File: config.mk
export PLATFORM = sky130hd
export DESIGN_NAME = secure_scan_chain
export DESIGN_NICKNAME = d
export VERILOG_FILES = /design/src/rtl/ssc_pkg.sv /design/src/rtl/ssc_next.sv /design/src/rtl/ssc_regs.sv /design/src/rtl/secure_scan_chain.sv
export SDC_FILE = /design/constraint.sdc
export NUM_CORES = 1
export LEC_CHECK = 0
export ABC_AREA = 1
export BUFFER_PORTS_ARGS = -buffer_cell sky130_fd_sc_hd__buf_2
export CORE_AREA = 10 10 47 49
export CTS_CLUSTER_SIZE = 10
export DETAILED_ROUTE_END_ITERATION = 7
export DIE_AREA = 0 0 57 59
export PLACE_DENSITY_LB_ADDON = 0.12
export SETUP_SLACK_MARGIN = 0.5
export SLEW_MARGIN = 10
export SYNTH_ARGS = -nofsm -noshare
export SYNTH_HDL_FRONTEND = slang
export SYNTH_HIERARCHICAL = 1
export SYNTH_SLANG_ARGS = --single-unit
File: constraint.sdc
create_clock -name clk -period 0.9 [get_ports clk]
set_input_delay 0.18 -clock clk [delete_from_list [all_inputs] [get_ports clk]]
set_output_delay 0.18 -clock clk [all_outputs]
set_load 0.02 [all_outputs]
File: src/rtl/ssc_pkg.sv
// Shared definitions for the secure scan chain.
// Assumes a chain of at least three stages.
package ssc_pkg;
    localparam int SSC_MIN_STAGES = 3;

    // Feed-forward product that is mixed into the last stage.
    function automatic logic ssc_mix(input logic head_bit, input logic live_in);
        return head_bit & live_in;
    endfunction
endpackage

File: src/rtl/ssc_next.sv
// Next-state logic of the secure scan chain.
// Scan mode: head inverter, plain middle stages, XOR mixing into the last stage.
// Functional mode: parallel core data passes straight through, so the scan
// logic never sits on the capture path.
module ssc_next
    import ssc_pkg::*;
#(
    parameter int K      = 3,
    parameter bit INV_IN = 1'b1
) (
    input  logic         scan_en,
    input  logic         scan_in,
    input  logic [K-1:0] cur,
    input  logic [K-1:0] core_d,
    output logic [K-1:0] nxt
);
    logic [K-1:0] shifted;

    // Head stage: scan input, optionally inverted.
    assign shifted[0] = scan_in ^ INV_IN;

    // Middle stages: plain shift.
    generate
        for (genvar i = 1; i < K - 1; i++) begin : g_mid
            assign shifted[i] = cur[i-1];
        end
    endgenerate

    // Last stage: previous stage XOR (head stage AND live scan input).
    assign shifted[K-1] = cur[K-2] ^ ssc_mix(cur[0], scan_in);

    // Mode select: scan path or functional capture.
    always_comb begin
        nxt = scan_en ? shifted : core_d;
    end
endmodule

File: src/rtl/ssc_regs.sv
// A bank of W flops with synchronous active-low reset to zero.
// Assumes the caller presents the complete next value each cycle.
module ssc_regs #(
    parameter int W = 3
) (
    input  logic         clk,
    input  logic         rst_n,
    input  logic [W-1:0] d,
    output logic [W-1:0] q
);
    // Register update with synchronous clear.
    always_ff @(posedge clk) begin
        if (!rst_n) q <= '0;
        else        q <= d;
    end
endmodule

File: src/rtl/secure_scan_chain.sv
// Top of the secure scan chain segment.
// Combines the next-state logic, the stage flops and the scan output stage.
// The output stage has an optional extra flop and an optional inverter.
// Assumes K >= 3.
module secure_scan_chain #(
    parameter int K       = 3,
    parameter bit INV_IN  = 1'b1,
    parameter bit INV_OUT = 1'b1,
    parameter bit DUMMY   = 1'b0
) (
    input  logic         clk,
    input  logic         rst_n,
    input  logic         scan_en,
    input  logic         scan_in,
    input  logic [K-1:0] core_d,
    output logic [K-1:0] core_q,
    output logic         scan_out
);
    logic [K-1:0] stage_nxt;
    logic [K-1:0] stage_q;
    logic         tail_bit;

    ssc_next #(.K(K), .INV_IN(INV_IN)) u_next (
        .scan_en (scan_en),
        .scan_in (scan_in),
        .cur     (stage_q),
        .core_d  (core_d),
        .nxt     (stage_nxt)
    );

    ssc_regs #(.W(K)) u_stages (
        .clk   (clk),
        .rst_n (rst_n),
        .d     (stage_nxt),
        .q     (stage_q)
    );

    // Output stage: optional extra flop between the last stage and the pin.
    generate
        if (DUMMY) begin : g_dummy
            logic [0:0] dum_d;
            logic [0:0] dum_q;
            // Extra flop shifts in scan mode and holds in functional mode.
            always_comb begin
                dum_d[0] = scan_en ? stage_q[K-1] : dum_q[0];
            end
            ssc_regs #(.W(1)) u_dum (
                .clk   (clk),
                .rst_n (rst_n),
                .d     (dum_d),
                .q     (dum_q)
            );
            assign tail_bit = dum_q[0];
        end else begin : g_direct
            assign tail_bit = stage_q[K-1];
        end
    endgenerate

    assign core_q   = stage_q;
    assign scan_out = tail_bit ^ INV_OUT;
endmodule

==> flow_summary.json <==
{
  "worst-r2r-cell-count": 6,
  "maxClockFrequency_ghz": 1.10,
  "final_net_count": 46,
  "tritoncts": "built",
  "timing.critical_path.buf_inv": 1,
  "dieHeight_um": 59,
  "post_syn_area_um2": 139,
  "htreeDepth": 1,
  "worstSetupPathType": "flip-flop to primary output",
  "fp-row-count": 14,
  "internal_power_w": 0.000362,
  "worstPathCellList": "buf_4",
  "synth.yosys.warnings": 6,
  "antenna_cells": 0,
  "timing_max_transition_violations_final": 0,
  "tritoncts_sinks": 3,
  "power.net_switching_w": 0.000129,
  "worstPathArrival_ns": 0.73,
  "rrSetupSlack_ns": 0.11,
  "half_perimeter_wire_length_after_placement_um": 425,
  "gr-total-overflow": 0,
  "layout_stage_area_growth_over_the_synthesis_result_pct": 140,
  "seq_power_share_pct": 30.2,
  "timing.clock.skew_ns": 0.00251,
  "yosys_register_bits": 3,
  "detailedRoute.firstIterationViolations": 1,
  "worstSetupEndpointType": "primary output",
  "min_period_ns": 0.906,
  "effective_utilization_at_floorplan_pct": 9.91,
  "detail_route.wl_per_cell_um": 9.15,
  "worst_path_dominant_cell_family": "flip-flops",
  "worst_hold_slack_ns": 0.169,
  "status": "finished with violations",
  "endpoint_of_the_worst_hold_path": "u_stages/q[1]",
  "clk_root_buffer_cell": "sky130_fd_sc_hd__clkbuf_4",
  "worst-endpoint-required_ns": 0.72,
  "totalWireLength_um": 494,
  "comb_power_share_pct": 22.2,
  "first_pass_iters": 2,
  "cellPowerDensity_mw_per_mm2": 1470,
  "die_width_um": 57,
  "ys_seq_area_share_pct": 43.2,
  "clk-insertion-delay-late_ns": 0.23,
  "buffer_ports.inserted": 10,
  "r2r-start": "u_stages/q[0]",
  "final-setup-viol-count": 2,
  "timing_worst_slew_pin_value_ns": 0.0859,
  "design.core.area_mm2": 0.00140,
  "clock_power_share_pct": 47.6,
  "number_of_antenna_violations_at_the_first_check_in_global_routing": 0,
  "vias": 191,
  "worst_slack_ns": -0.00554,
  "largest_register_ff_count": 3,
  "final_antenna_net_count": 0,
  "switching_power_as_a_share_of_total_power_pct": 26.3,
  "remaining_drc_errors": 0,
  "drive_above_1_share_pct": 63.2,
  "finish.utilization_pct": 23.8,
  "critical_path.startpoint_type": "flip-flop",
  "grt_pass1_vias": 229,
  "post_synthesis_net_count": 30,
  "grt_setup_unrepaired": "yes",
  "min_delay_path_depth": 3,
  "hp-class": "primary input to flip-flop",
  "critical_path_slowest_stage_cell": "sky130_fd_sc_hd__dfxtp_4",
  "max-clock-path-buffers": 2,
  "layout.cells.most_common": "sky130_fd_sc_hd__nand2_1",
  "fin_crit_sh_pct": 101,
  "postPlaceCellArea_um2": 238,
  "irDropWorstVdd_uv": 794,
  "avgSynthCellArea_um2": 6.04,
  "final_hold_viol_count": 0,
  "finish.instance_area_um2": 333,
  "stdcell_count": 54,
  "cts.reportedPaths.clkPinSlew_ns": 0.04,
  "most-common-layout-cells": "9 x sky130_fd_sc_hd__nand2_1, 5 x sky130_fd_sc_hd__buf_2, 4 x sky130_fd_sc_hd__buf_6, 4 x sky130_fd_sc_hd__inv_1",
  "power.static_leakage_nw": 0.178,
  "ys_types": 5,
  "global_placement_routability_congestion": 0.682,
  "cts_made_buffers": 3,
  "first_pass_grt_wire_length_um": 862,
  "syn-instance-count": 23,
  "die_area_mm2": 0.00336,
  "maximum_number_of_pins_on_one_net_before_global_route_repair": 5,
  "crit_path_max_fanout": 2,
  "max_cap_violation_count": 0,
  "ios": 11,
  "critical_path.max_stage_delay_ns": 0.34,
  "hold_path_startpoint": "rst_n",
  "vias_per_cell": 3.54,
  "critical_path_cell_count": 1,
  "top_register": "u_stages/q",
  "reg_top3": "u_stages/q (3)",
  "nFillCells": 169,
  "maxSlewHeadroom_pct": 94.3,
  "failed_checks": "negative setup slack",
  "total_global_routing_track_utilization_pct": 3.63,
  "placed_cells": 49,
  "worst_r2r_endpoint": "u_stages/q[2]"
}
-- logic make-up (layout without fill, tap and decap cells) --
group	after synthesis	in the layout	share of synthesized area, %
flip-flops	3	3	43.2
AND/OR/NAND/NOR	13	13	36.9
buffers and inverters	6	21	16.2
AO/OA/AOI/OAI	1	1	3.60
-- power by group through the flow --
stage	clock, W	combinational (W)	sequential [W]
finish	0.000234	0.000109	0.000148
global route	0.000278	0.000118	0.000149
CTS	0.000243	0.000101	0.000148
detailed placement	0	0.0000761	0.000148
global placement	0	0.0000766	0.000148
floorplan	0	0.0000292	0.000159
-- repair_timing --
action / CTS / global route
gates cloned: 0 / 0
gates resized for setup: 13 / 4
setup endpoints to repair: 7 / 7
pin swaps: 4 / 3
setup buffers: 1 / 0
endpoints found under the hold margin: 0 / 0
hold buffers: 0 / 0
-- Yosys cell counts --
cell type                  n  share of area [%]
sky130_fd_sc_hd__dfxtp_1   3                 43
sky130_fd_sc_hd__inv_1     6                 16
sky130_fd_sc_hd__nand2_1  11                 30
sky130_fd_sc_hd__nand3_1   2                7.2
sky130_fd_sc_hd__o21ai_1   1                3.6
-- per-stage QoR --
step	power, W	setup TNS, ns	setup WS [ns]
2_1_floorplan	0.000188	0	0.158
3_3_place_gp	0.000224	0	0.151
3_5_place_dp	0.000224	0	0.144
4_1_cts	0.000492	-0.0259	-0.0141
5_1_grt	0.000546	-0.122	-0.0461
6_report	0.000491	-0.00760	-0.00554
-- layer usage --
metal | global-route usage (%) | vias up | share of wire (%)
li1 | - | 97 | -
met1 | 2.61 | 81 | 34
met2 | 4.81 | 13 | 48
met3 | 4.08 | 0 | 19
met4 | 4.03 | 0 | 0
met5 | 0 | - | 0
-- worst max-delay path by stage --
stage,slack (ns),from,endpoint
after CTS,-0.01,u_stages/q[2],core_q[2]
after global routing,-0.05,u_stages/q[2],scan_out
final,-0.006,u_stages/q[2],core_q[2]
after floorplan,0.16,u_stages/q[0],u_stages/q[2]
after detailed placement,0.14,u_stages/q[0],u_stages/q[2]
after global placement,0.15,u_stages/q[0],u_stages/q[2]
-- final cells by class --
type	instances	area, µm²	area share, %
multi-input combinational	14	80.1	24.1
inverter	6	37.5	11.3
tap	16	20.0	6.02
sequential	3	71.3	21.4
clock buffer	4	26.3	7.89
timing repair buffer	11	97.6	29.3
Power figures use the tool's default switching activity.
